### src/rtl/iaw_pkg.sv
package iaw_pkg;
   // Window offsets (bytes); host software decodes these, so they are fixed.
   localparam int OFF_MEM_RPTR  = 'h00C;
   localparam int OFF_MEM_WPTR  = 'h010;
   localparam int OFF_MEM_WDATA = 'h018;
   localparam int OFF_MEM_RDATA = 'h01C;
   localparam int OFF_PRF_WADR  = 'h044;
   localparam int OFF_PRF_RADR  = 'h048;
   localparam int OFF_PRF_WDATA = 'h04C;
   localparam int OFF_PRF_RDATA = 'h050;

   typedef struct packed {
      logic mem_rptr;
      logic mem_wptr;
      logic mem_wdata;
      logic mem_rdata;
      logic prf_wadr;
      logic prf_radr;
      logic prf_wdata;
      logic prf_rdata;
   } iaw_sel_t;
endpackage

### src/rtl/iaw_decode.sv
module iaw_decode
   import iaw_pkg::*;
#(
   parameter int HOST_AW = 12
) (
   input  logic [HOST_AW-1:0] addr,
   output iaw_sel_t           sel
);
   generate
      if (HOST_AW < 8) begin : g_bad_aw
         $error("iaw_decode: HOST_AW must cover offset 0x050");
      end
   endgenerate

   always_comb begin
      sel.mem_rptr  = (addr == HOST_AW'(OFF_MEM_RPTR));
      sel.mem_wptr  = (addr == HOST_AW'(OFF_MEM_WPTR));
      sel.mem_wdata = (addr == HOST_AW'(OFF_MEM_WDATA));
      sel.mem_rdata = (addr == HOST_AW'(OFF_MEM_RDATA));
      sel.prf_wadr  = (addr == HOST_AW'(OFF_PRF_WADR));
      sel.prf_radr  = (addr == HOST_AW'(OFF_PRF_RADR));
      sel.prf_wdata = (addr == HOST_AW'(OFF_PRF_WDATA));
      sel.prf_rdata = (addr == HOST_AW'(OFF_PRF_RDATA));
   end
endmodule

### src/rtl/iaw_ptr.sv
module iaw_ptr #(
   parameter int W        = 32,
   parameter int STEP     = 4,
   parameter bit AUTO_INC = 1'b1
) (
   input  logic         clk,
   input  logic         rst_n,
   input  logic         load,
   input  logic [W-1:0] ld_val,
   input  logic         inc,
   output logic [W-1:0] q
);
   generate
      if (W < 1 || STEP < 1) begin : g_bad
         $error("iaw_ptr: W and STEP must be positive");
      end
      if (AUTO_INC) begin : g_inc
         always_ff @(posedge clk) begin
            if (!rst_n)    q <= '0;
            else if (load) q <= ld_val;
            else if (inc)  q <= q + W'(STEP);
         end
         AST_PTR_STEP: assert property (@(posedge clk) disable iff (!rst_n)
            (inc && !load) |=> (q == $past(q) + W'(STEP)));
      end else begin : g_hold
         always_ff @(posedge clk) begin
            if (!rst_n)    q <= '0;
            else if (load) q <= ld_val;
         end
         AST_PTR_HOLD: assert property (@(posedge clk) disable iff (!rst_n)
            (inc && !load) |=> $stable(q));
      end
   endgenerate

   AST_PTR_LOAD: assert property (@(posedge clk) disable iff (!rst_n)
      load |=> (q == $past(ld_val)));
endmodule

### src/rtl/iaw_bytemask.sv
module iaw_bytemask #(
   parameter int NB = 4,
   parameter int SW = 2
) (
   input  logic [SW-1:0] cnt_m1,
   output logic [NB-1:0] be,
   output logic [8*NB-1:0] bitmask
);
   generate
      if (NB != (1 << SW)) begin : g_bad
         $error("iaw_bytemask: NB must equal 2**SW");
      end
      for (genvar b = 0; b < NB; b++) begin : g_lane
         assign be[b]            = (cnt_m1 >= SW'(b));
         assign bitmask[8*b +: 8] = {8{be[b]}};
      end
   endgenerate
endmodule

### src/rtl/iaw_window.sv
module iaw_window
   import iaw_pkg::*;
#(
   parameter int ADDR_W     = 32,
   parameter int DATA_W     = 32,
   parameter int HOST_AW    = 12,
   parameter int PRF_OFF_W  = 16,
   parameter int PRF_SZ_LSB = 24
) (
   input  logic                  clk,
   input  logic                  rst_n,
   input  logic                  acc_grant,
   input  logic [HOST_AW-1:0]    host_addr,
   input  logic                  host_wr,
   input  logic                  host_rd,
   input  logic [DATA_W-1:0]     host_wdata,
   output logic [DATA_W-1:0]     host_rdata,
   output logic                  host_rvalid,
   output logic                  acc_err,
   output logic                  int_req,
   output logic                  int_we,
   output logic                  int_sel_prph,
   output logic [ADDR_W-1:0]     int_addr,
   output logic [DATA_W/8-1:0]   int_be,
   output logic [DATA_W-1:0]     int_wdata,
   input  logic [DATA_W-1:0]     int_rdata
);
   localparam int NB    = DATA_W / 8;
   localparam int SW    = $clog2(NB);
   localparam int PRF_W = PRF_OFF_W + SW;

   generate
      if (DATA_W % 8 != 0 || NB < 2) begin : g_bad_dw
         $error("iaw_window: DATA_W must be a multiple of 8, at least 16");
      end
      if (ADDR_W > DATA_W || ADDR_W < PRF_OFF_W) begin : g_bad_aw
         $error("iaw_window: ADDR_W must lie between PRF_OFF_W and DATA_W");
      end
      if (PRF_SZ_LSB < PRF_OFF_W || PRF_SZ_LSB + SW > DATA_W) begin : g_bad_sz
         $error("iaw_window: size field must sit above the offset field");
      end
   endgenerate

   iaw_sel_t sel;
   logic wr_ok, rd_ok;
   logic [ADDR_W-1:0] rptr, wptr;
   logic [PRF_W-1:0]  prf_w, prf_r;
   logic [NB-1:0]     be_w, be_r;
   logic [DATA_W-1:0] mask_w, mask_r;
   logic [DATA_W-1:0] rb_prf_w, rb_prf_r, rd_val;

   iaw_decode #(.HOST_AW(HOST_AW)) u_dec (.addr(host_addr), .sel(sel));

   assign wr_ok = host_wr & acc_grant;
   assign rd_ok = host_rd & acc_grant;

   iaw_ptr #(.W(ADDR_W), .STEP(NB), .AUTO_INC(1'b1)) u_rptr (
      .clk(clk), .rst_n(rst_n), .load(wr_ok & sel.mem_rptr),
      .ld_val(host_wdata[ADDR_W-1:0]), .inc(rd_ok & sel.mem_rdata), .q(rptr));

   iaw_ptr #(.W(ADDR_W), .STEP(NB), .AUTO_INC(1'b1)) u_wptr (
      .clk(clk), .rst_n(rst_n), .load(wr_ok & sel.mem_wptr),
      .ld_val(host_wdata[ADDR_W-1:0]), .inc(wr_ok & sel.mem_wdata), .q(wptr));

   iaw_ptr #(.W(PRF_W), .STEP(1), .AUTO_INC(1'b0)) u_prf_w (
      .clk(clk), .rst_n(rst_n), .load(wr_ok & sel.prf_wadr),
      .ld_val({host_wdata[PRF_SZ_LSB +: SW], host_wdata[PRF_OFF_W-1:0]}),
      .inc(wr_ok & sel.prf_wdata), .q(prf_w));

   iaw_ptr #(.W(PRF_W), .STEP(1), .AUTO_INC(1'b0)) u_prf_r (
      .clk(clk), .rst_n(rst_n), .load(wr_ok & sel.prf_radr),
      .ld_val({host_wdata[PRF_SZ_LSB +: SW], host_wdata[PRF_OFF_W-1:0]}),
      .inc(rd_ok & sel.prf_rdata), .q(prf_r));

   iaw_bytemask #(.NB(NB), .SW(SW)) u_bm_w (
      .cnt_m1(prf_w[PRF_W-1 -: SW]), .be(be_w), .bitmask(mask_w));
   iaw_bytemask #(.NB(NB), .SW(SW)) u_bm_r (
      .cnt_m1(prf_r[PRF_W-1 -: SW]), .be(be_r), .bitmask(mask_r));

   // Internal request port
   always_comb begin
      int_req      = (wr_ok & (sel.mem_wdata | sel.prf_wdata)) |
                     (rd_ok & (sel.mem_rdata | sel.prf_rdata));
      int_we       = host_wr;
      int_sel_prph = sel.prf_wdata | sel.prf_rdata;
      int_wdata    = host_wdata;
      if (sel.prf_wdata)      int_addr = ADDR_W'(prf_w[PRF_OFF_W-1:0]);
      else if (sel.prf_rdata) int_addr = ADDR_W'(prf_r[PRF_OFF_W-1:0]);
      else if (host_wr)       int_addr = wptr;
      else                    int_addr = rptr;
      if (sel.prf_wdata)      int_be = be_w;
      else if (sel.prf_rdata) int_be = be_r;
      else                    int_be = '1;
   end

   // Readback of peripheral address registers
   always_comb begin
      rb_prf_w = '0;
      rb_prf_w[PRF_OFF_W-1:0]    = prf_w[PRF_OFF_W-1:0];
      rb_prf_w[PRF_SZ_LSB +: SW] = prf_w[PRF_W-1 -: SW];
      rb_prf_r = '0;
      rb_prf_r[PRF_OFF_W-1:0]    = prf_r[PRF_OFF_W-1:0];
      rb_prf_r[PRF_SZ_LSB +: SW] = prf_r[PRF_W-1 -: SW];
   end

   always_comb begin
      if (!acc_grant)         rd_val = '1;
      else if (sel.mem_rdata) rd_val = int_rdata;
      else if (sel.prf_rdata) rd_val = int_rdata & mask_r;
      else if (sel.mem_rptr)  rd_val = DATA_W'(rptr);
      else if (sel.mem_wptr)  rd_val = DATA_W'(wptr);
      else if (sel.prf_wadr)  rd_val = rb_prf_w;
      else if (sel.prf_radr)  rd_val = rb_prf_r;
      else                    rd_val = '0;
   end

   always_ff @(posedge clk) begin
      if (!rst_n) begin
         host_rvalid <= 1'b0;
         host_rdata  <= '0;
         acc_err     <= 1'b0;
      end else begin
         host_rvalid <= host_rd;
         if (host_rd) host_rdata <= rd_val;
         if ((host_rd | host_wr) & !acc_grant) acc_err <= 1'b1;
      end
   end

   AST_ERR_STICKY: assert property (@(posedge clk) disable iff (!rst_n)
      acc_err |=> acc_err);
   AST_DENY_NO_REQ: assert property (@(posedge clk) disable iff (!rst_n)
      !acc_grant |-> !int_req);
   AST_DENY_ONES: assert property (@(posedge clk) disable iff (!rst_n)
      (host_rd && !acc_grant) |=> (host_rdata == '1));
   AST_RVALID_NEXT: assert property (@(posedge clk) disable iff (!rst_n)
      host_rd |=> host_rvalid);
   AST_RVALID_IDLE: assert property (@(posedge clk) disable iff (!rst_n)
      !host_rd |=> !host_rvalid);
   AST_BE_LOWFILL: assert property (@(posedge clk) disable iff (!rst_n)
      (int_req && int_sel_prph) |-> (int_be[0] && ((int_be & (int_be + 1'b1)) == '0)));
   AST_MEM_FULLBE: assert property (@(posedge clk) disable iff (!rst_n)
      (int_req && !int_sel_prph) |-> (int_be == '1));
endmodule

### config.mk
export PLATFORM = sky130hd
export DESIGN_NAME = iaw_window
export DESIGN_NICKNAME = d
export VERILOG_FILES = /design/src/rtl/iaw_pkg.sv /design/src/rtl/iaw_decode.sv /design/src/rtl/iaw_ptr.sv /design/src/rtl/iaw_bytemask.sv /design/src/rtl/iaw_window.sv
export SDC_FILE = /design/constraint.sdc
export NUM_CORES = 1
export LEC_CHECK = 0
export ABC_AREA = 0
export BUFFER_PORTS_ARGS = -buffer_cell sky130_fd_sc_hd__buf_4
export CAP_MARGIN = 0
export CORE_UTILIZATION = 47
export CTS_BUF_LIST = sky130_fd_sc_hd__clkbuf_2
export DETAILED_ROUTE_END_ITERATION = 10
export GPL_ROUTABILITY_DRIVEN = 0
export GPL_TIMING_DRIVEN = 0
export PLACE_DENSITY = 0.7
export SYNTH_ARGS = -nofsm -noshare
export SYNTH_HDL_FRONTEND = slang
export SYNTH_HIERARCHICAL = 1
export SYNTH_SLANG_ARGS = --single-unit
### constraint.sdc
create_clock -name clk -period 8.9 [get_ports clk]
set_clock_uncertainty 0.1 [all_clocks]
set_input_delay 1.78 -clock clk [delete_from_list [all_inputs] [get_ports clk]]
set_output_delay 1.78 -clock clk [all_outputs]
set_load 0.005 [all_outputs]
==> summary.md, run 1 <==
| Metric | Value |
|---|---|
| Detail Placement HPWL | `23600 um` |
| Multi-input logic area | `5350 sq um` |
| Most frequent cells in the layout | `buf_4 (256), dfxtp_1 (134), o21ai_0 (96), mux2i_1 (78), nor2_1 (77)` |
| Most common cell after layout, fill and taps aside | `buf_4` |
| Synthesis-to-finish area growth | `21.7%` |
| Register Area | `2680 sq um` |
| Nets | `1398` |
| Sequential share of power | `52.2%` |
| Crit path launch type | `primary input` |
| CTS Sinks | `134` |
| Clock latency on the worst-skew pair | `720 ps` |
| Layout cells sized above 1 | `27.2%` |
| First-pass GRT wire length | `48400 um` |
| DRT iter0 DRCs | `1240` |
| CP max FO | `10` |
| Largest net degree at the start of global routing | `34` |
| Slew headroom | `41.5%` |
| H-Tree Depth | `4` |
| Rows | `50` |
| Top delay family on crit path | `buffers and inverters` |
| Placed cell areas | `10700 sq um` |
| Per-cell routed wire length | `20.4 um` |
| Vias | `9707` |
| WL final | `31900 um` |
| Worst Path Arrival | `4280 ps` |
| CTS buffer count | `17` |
| Core area | `18800 sq um` |
| Critical Path Max Stage Delay | `530 ps` |
| Hold Path Class | `reg -> reg` |
| Max Clk Rate | `162 MHz` |
| CTS tree | `built` |
| DRC errors left | `0` |
| RSZ-0062 raised after global routing | `false` |
| Status | `complete, no violations` |
| Remaining antenna violation count after routing | `0` |
| Via/cell ratio | `6.21` |
| Post-cts sizing count | `0` |
| Post-route cell area | `11000 sq um` |
| Power Dens Cells | `108 nW/um^2` |
| Number of fillers in the final layout | `1820` |
| Internal power | `0.869 mW` |
| Reg clk slew, reported paths | `190 ps` |
| Die Y | `141 um` |
| Slowest-stage cell, CP | `or4_4` |
| Least-Margin Pin Slew | `870 ps` |
| Sw Share | `26.5%` |
| Total GRT Usage | `31.5%` |
| Root buf cell | `clkbuf_2` |
| Synth warnings | `6` |
| Grt total ovfl | `0` |
| Post-Synthesis Cell Area | `9030 sq um` |
| IO Pins | `186` |
| Die footprint | `19800 sq um` |
| Die width | `141 um` |
| WP buf/inv | `6` |
| Max-slew violations | `0` |
| Final Hold Viols | `0` |
| Combinational Power Share | `12.1%` |
| Leakage power | `4.35 nW` |
| Crit Path Category | `in -> out` |
| Post-CTS Setup Repair Bufs | `0` |
| Mean post-synth cell area | `8.17 sq um` |
| Hold Buf Count CTS | `0` |
| Final setup fails | `0` |
| Initial antenna violation count | `1` |
| Required @ worst endpoint | `7020 ps` |
| First-pass DRT Iterations | `6` |
| Synth Instances | `1106` |
| CP endpoint kind | `primary output` |
| Psw | `0.314 mW` |
| Clock share of power | `35.7%` |
| Period utilization | `69.2%` |
| Port bufs | `182` |
| Clock Tree Buf Depth | `2` |
| Total power | `1.18 mW` |
| Number of max-cap violations | `0` |
| Worst VDD drop | `0.0000753 V` |
| Critical path, cell by cell | `buf_4 > or4_4 > buf_6 > nor4_2 > buf_2 > buf_2 > clkbuf_1 > a21oi_1 > o21ai_0 > buf_4` |
| Vias in the first global route | `8686` |
| Setup tns final | `0 ps` |
| Min Tclk post-route | `6160 ps` |
| Initial Util | `48.1%` |
==> layer usage <==
metal | track usage, % | part of all wire [%]
met1 | 43.3 | 42
met3 | 5.16 | 9.8
met5 | 0 | 0
met2 | 50.2 | 46
met4 | 10.4 | 2.5
==> metrics by stage <==
stage	setup slack, ps	instances	hold slack (ps)	utilization [%]
4_1_cts	2750	1562	418	58.6
6_report	2740	1563	420	58.6
2_1_floorplan	3400	1114	364	-
5_1_grt	2570	1563	436	58.6
3_5_place_dp	2760	1530	379	57.1
3_3_place_gp	2760	1530	381	57.1
==> final timing paths <==
kind	end	startpoint	cells after the start	slack [ps]
max	int_addr[4]	host_addr[5]	10	2740
min	acc_err	acc_err	1	420
max reg2reg	u_rptr/q[22]	u_rptr/q[2]	6	6460
min reg2reg	acc_err	acc_err	1	420
==> power by group through the flow <==
stage	Sequential, mW	Combinational, mW	Clock, mW
final	0.617	0.143	0.422
after CTS	0.617	0.143	0.428
after detailed placement	0.629	0.142	0
after global placement	0.629	0.140	0
after floorplan	0.629	0.0589	0
after global routing	0.619	0.153	0.457
==> layout make-up <==
class                           count  area share [%]
Tap cell                          234            2.66
Multi-Input combinational cell    808            48.7
Sequential cell                   134            24.4
Inverter                           13           0.444
Timing Repair Buffer              182            12.4
Clock buffer                       17           0.774
Buffer                            159            8.89
Clock inverter                     15            1.70
Antenna cell                        1          0.0228
==> registers in the layout (all words and copies together) (netlist names) <==
signal and cells:
acc_err 1, host_rdata 32, host_rvalid 1, u_prf_r/q 18, u_prf_w/q 18, u_rptr/q 32
u_wptr/q 32
(Power assumes the default switching activity.)
==> run 2, diff against run 1 <==
--- a/config.mk
+++ b/config.mk
@@ -13,7 +13,7 @@
 export DETAILED_ROUTE_END_ITERATION = 10
 export GPL_ROUTABILITY_DRIVEN = 0
 export GPL_TIMING_DRIVEN = 0
-export PLACE_DENSITY = 0.7
+export PLACE_DENSITY = 0.73
 export SYNTH_ARGS = -nofsm -noshare
 export SYNTH_HDL_FRONTEND = slang
 export SYNTH_HIERARCHICAL = 1
==> constraint.sdc (replaced) <==
create_clock -name clk -period 4.99 [get_ports clk]
set_clock_uncertainty 0.1 [all_clocks]
set_input_delay 0.998 -clock clk [delete_from_list [all_inputs] [get_ports clk]]
set_output_delay 0.998 -clock clk [all_outputs]
set_load 0.005 [all_outputs]
==> run 2 against run 1 <==
Effect of this change: die area unchanged; utilization down 0.21 points; final cell count barely moved; design area decreased by 0.36%; largest power group unchanged; largest cell class unchanged; sequential share of layout area is 0.089 points higher; highest routed layer unchanged; critical endpoint is now int_addr[7]; global-route usage shrank 0.33 points; combinational power grew 78%.
==> summary.md, run 2 (synthesis gave the netlist of run 1 again) <==
| Metric | Value |
|---|---|
| Vias in the first global route | `8696 (was 8686)` |
| Per-cell routed wire length | `20.1 um (was 20.4 um)` |
| Post-cts sizing count | `0 (unchanged)` |
| Slew headroom | `36.2% (was 41.5%)` |
| Number of max-cap violations | `0 (unchanged)` |
| CP max FO | `10 (unchanged)` |
| H-Tree Depth | `4 (unchanged)` |
| Clock latency on the worst-skew pair | `760 ps (was 720 ps)` |
| CTS tree | `built (unchanged)` |
| Crit Path Category | `in -> out (unchanged)` |
| Die footprint | `19800 sq um (unchanged)` |
| Largest net degree at the start of global routing | `34 (unchanged)` |
| Post-CTS Setup Repair Bufs | `0 (unchanged)` |
| RSZ-0062 raised after global routing | `false (unchanged)` |
| Detail Placement HPWL | `23500 um (was 23600 um)` |
| Internal power | `1.50 mW (was 0.869 mW)` |
| Clock Tree Buf Depth | `2 (unchanged)` |
| Most frequent cells in the layout | `buf_4 (256), dfxtp_1 (134), o21ai_0 (96), mux2i_1 (78), nor2_1 (77) (unchanged)` |
| Remaining antenna violation count after routing | `0 (unchanged)` |
| Crit path launch type | `primary input (unchanged)` |
| Leakage power | `4.34 nW (was 4.35 nW)` |
| Core area | `18800 sq um (unchanged)` |
| Root buf cell | `clkbuf_2 (unchanged)` |
| Final setup fails | `0 (unchanged)` |
| Period utilization | `92.6%` |
| Critical path, cell by cell | `buf_4 > or4_4 > buf_6 > nor4_2 > buf_2 > buf_2 > buf_1 > a21oi_1 > o21ai_0 > buf_4 (was buf_4 > or4_4 > buf_6 > nor4_2 > buf_2 > buf_2 > clkbuf_1 > a21oi_1 > o21ai_0 > buf_4)` |
| CP endpoint kind | `primary output (unchanged)` |
| Vias | `9612 (was 9707)` |
| Max Clk Rate | `216 MHz` |
| WL final | `31400 um (was 31900 um)` |
| Most common cell after layout, fill and taps aside | `buf_4 (unchanged)` |
| Sequential share of power | `53.8% (was 52.2%)` |
| First-pass DRT Iterations | `6 (unchanged)` |
| Worst VDD drop | `0.000120 V (was 0.0000753 V)` |
| Min Tclk post-route | `4620 ps` |
| Sw Share | `26.8% (was 26.5%)` |
| Port bufs | `182 (unchanged)` |
| Via/cell ratio | `6.15 (was 6.21)` |
| Die width | `141 um (unchanged)` |
| Setup tns final | `0 ps (unchanged)` |
| Final Hold Viols | `0 (unchanged)` |
| Hold Path Class | `in -> reg (was reg -> reg)` |
| DRC errors left | `0 (unchanged)` |
| Least-Margin Pin Slew | `948 ps (was 870 ps)` |
| Nets | `1398 (unchanged)` |
| Initial Util | `48.1% (unchanged)` |
| Clock share of power | `33.8% (was 35.7%)` |
| Status | `complete, no violations (unchanged)` |
| IO Pins | `186 (unchanged)` |
| First-pass GRT wire length | `47800 um (was 48400 um)` |
| Psw | `0.548 mW (was 0.314 mW)` |
| DRT iter0 DRCs | `1015 (was 1240)` |
| Worst Path Arrival | `3520 ps (was 4280 ps)` |
| WHS | `392 ps (was 420 ps)` |
| Initial antenna violation count | `1 (unchanged)` |
| WP buf/inv | `6 (unchanged)` |
| Required @ worst endpoint | `3890 ps (was 7020 ps)` |
| Top delay family on crit path | `buffers and inverters (unchanged)` |
| Synthesis-to-finish area growth | `21.3% (was 21.7%)` |
| CTS Sinks | `134 (unchanged)` |
| Die Y | `141 um (unchanged)` |
| Hold Buf Count CTS | `0 (unchanged)` |
| Critical Path Max Stage Delay | `520 ps (was 530 ps)` |
| Biggest regs | `host_rdata x32, u_rptr/q x32, u_wptr/q x32 (unchanged)` |
| Combinational Power Share | `12.4% (was 12.1%)` |
| Slowest-stage cell, CP | `or4_4 (unchanged)` |
| Layout cells sized above 1 | `27.1% (was 27.2%)` |
| Grt total ovfl | `0 (unchanged)` |
| Power Dens Cells | `187 nW/um^2 (was 108 nW/um^2)` |
| Rows | `50 (unchanged)` |
| Max-slew violations | `0 (unchanged)` |
| Total GRT Usage | `31.2% (was 31.5%)` |
| CTS buffer count | `17 (unchanged)` |
| Reg clk slew, reported paths | `210 ps (was 190 ps)` |
-- run 2: routing by layer --
| layer | vias up | share of wire, % | track usage, % |
|---|---|---|---|
| met5 | - | 0 | 0 |
| met4 | 0 | 3.4 | 12.9 |
| met3 | 80 | 9.2 | 5.67 |
| met2 | 544 | 46 | 48.8 |
| met1 | 4510 | 42 | 42.2 |
| li1 | 4478 | - | - |
-- run 2: tightest hold or removal path, stage by stage --
cell      delay (ps)
buf_4             80
a221oi_1          60
nor2_1            90
-- run 2: power by group through the flow --
stage | Clock, mW | Combinational, mW | Sequential, mW
after floorplan | 0 | 0.105 | 1.12
after global placement | 0 | 0.250 | 1.12
after detailed placement | 0 | 0.252 | 1.12
after CTS | 0.694 | 0.253 | 1.10
after global routing | 0.747 | 0.273 | 1.10
final | 0.692 | 0.255 | 1.10
-- run 2: area by class of cell --
type | count | area (sq um)
fill | 1800 | 7810
multi-input combinational | 808 | 5350
sequential | 134 | 2680
timing repair buffer | 182 | 1370
buffer | 159 | 977
tap | 234 | 293
clock inverter | 12 | 136
clock buffer | 19 | 95.1
inverter | 13 | 48.8
antenna | 1 | 2.50
-- run 2: metrics by stage --
| stage | setup WS [ps] | total power, mW | std cells | util, % | cell area [sq um] |
|---|---|---|---|---|---|
| 5_1_grt | 235 | 2.12 | 1562 | 58.4 | 11000 |
| 6_report | 370 | 2.05 | 1562 | 58.4 | 11000 |
| 4_1_cts | 375 | 2.05 | 1561 | 58.4 | 11000 |
| 3_3_place_gp | 389 | 1.37 | 1530 | 57.1 | 10700 |
| 2_1_floorplan | 1060 | 1.23 | 1114 | - | 9060 |
| 3_5_place_dp | 389 | 1.37 | 1530 | 57.1 | 10700 |
-- run 2: path summary, 6_finish.rpt --
check / start / to / slack (ps) / cells past startpoint
worst max-delay path: host_addr[5] / int_addr[7] / 370 / 10
worst min-delay path: int_rdata[27] / host_rdata[27] / 390 / 3
worst max register to register: u_rptr/q[2] / u_rptr/q[22] / 2570 / 6
worst min register to register: acc_err / acc_err / 400 / 1
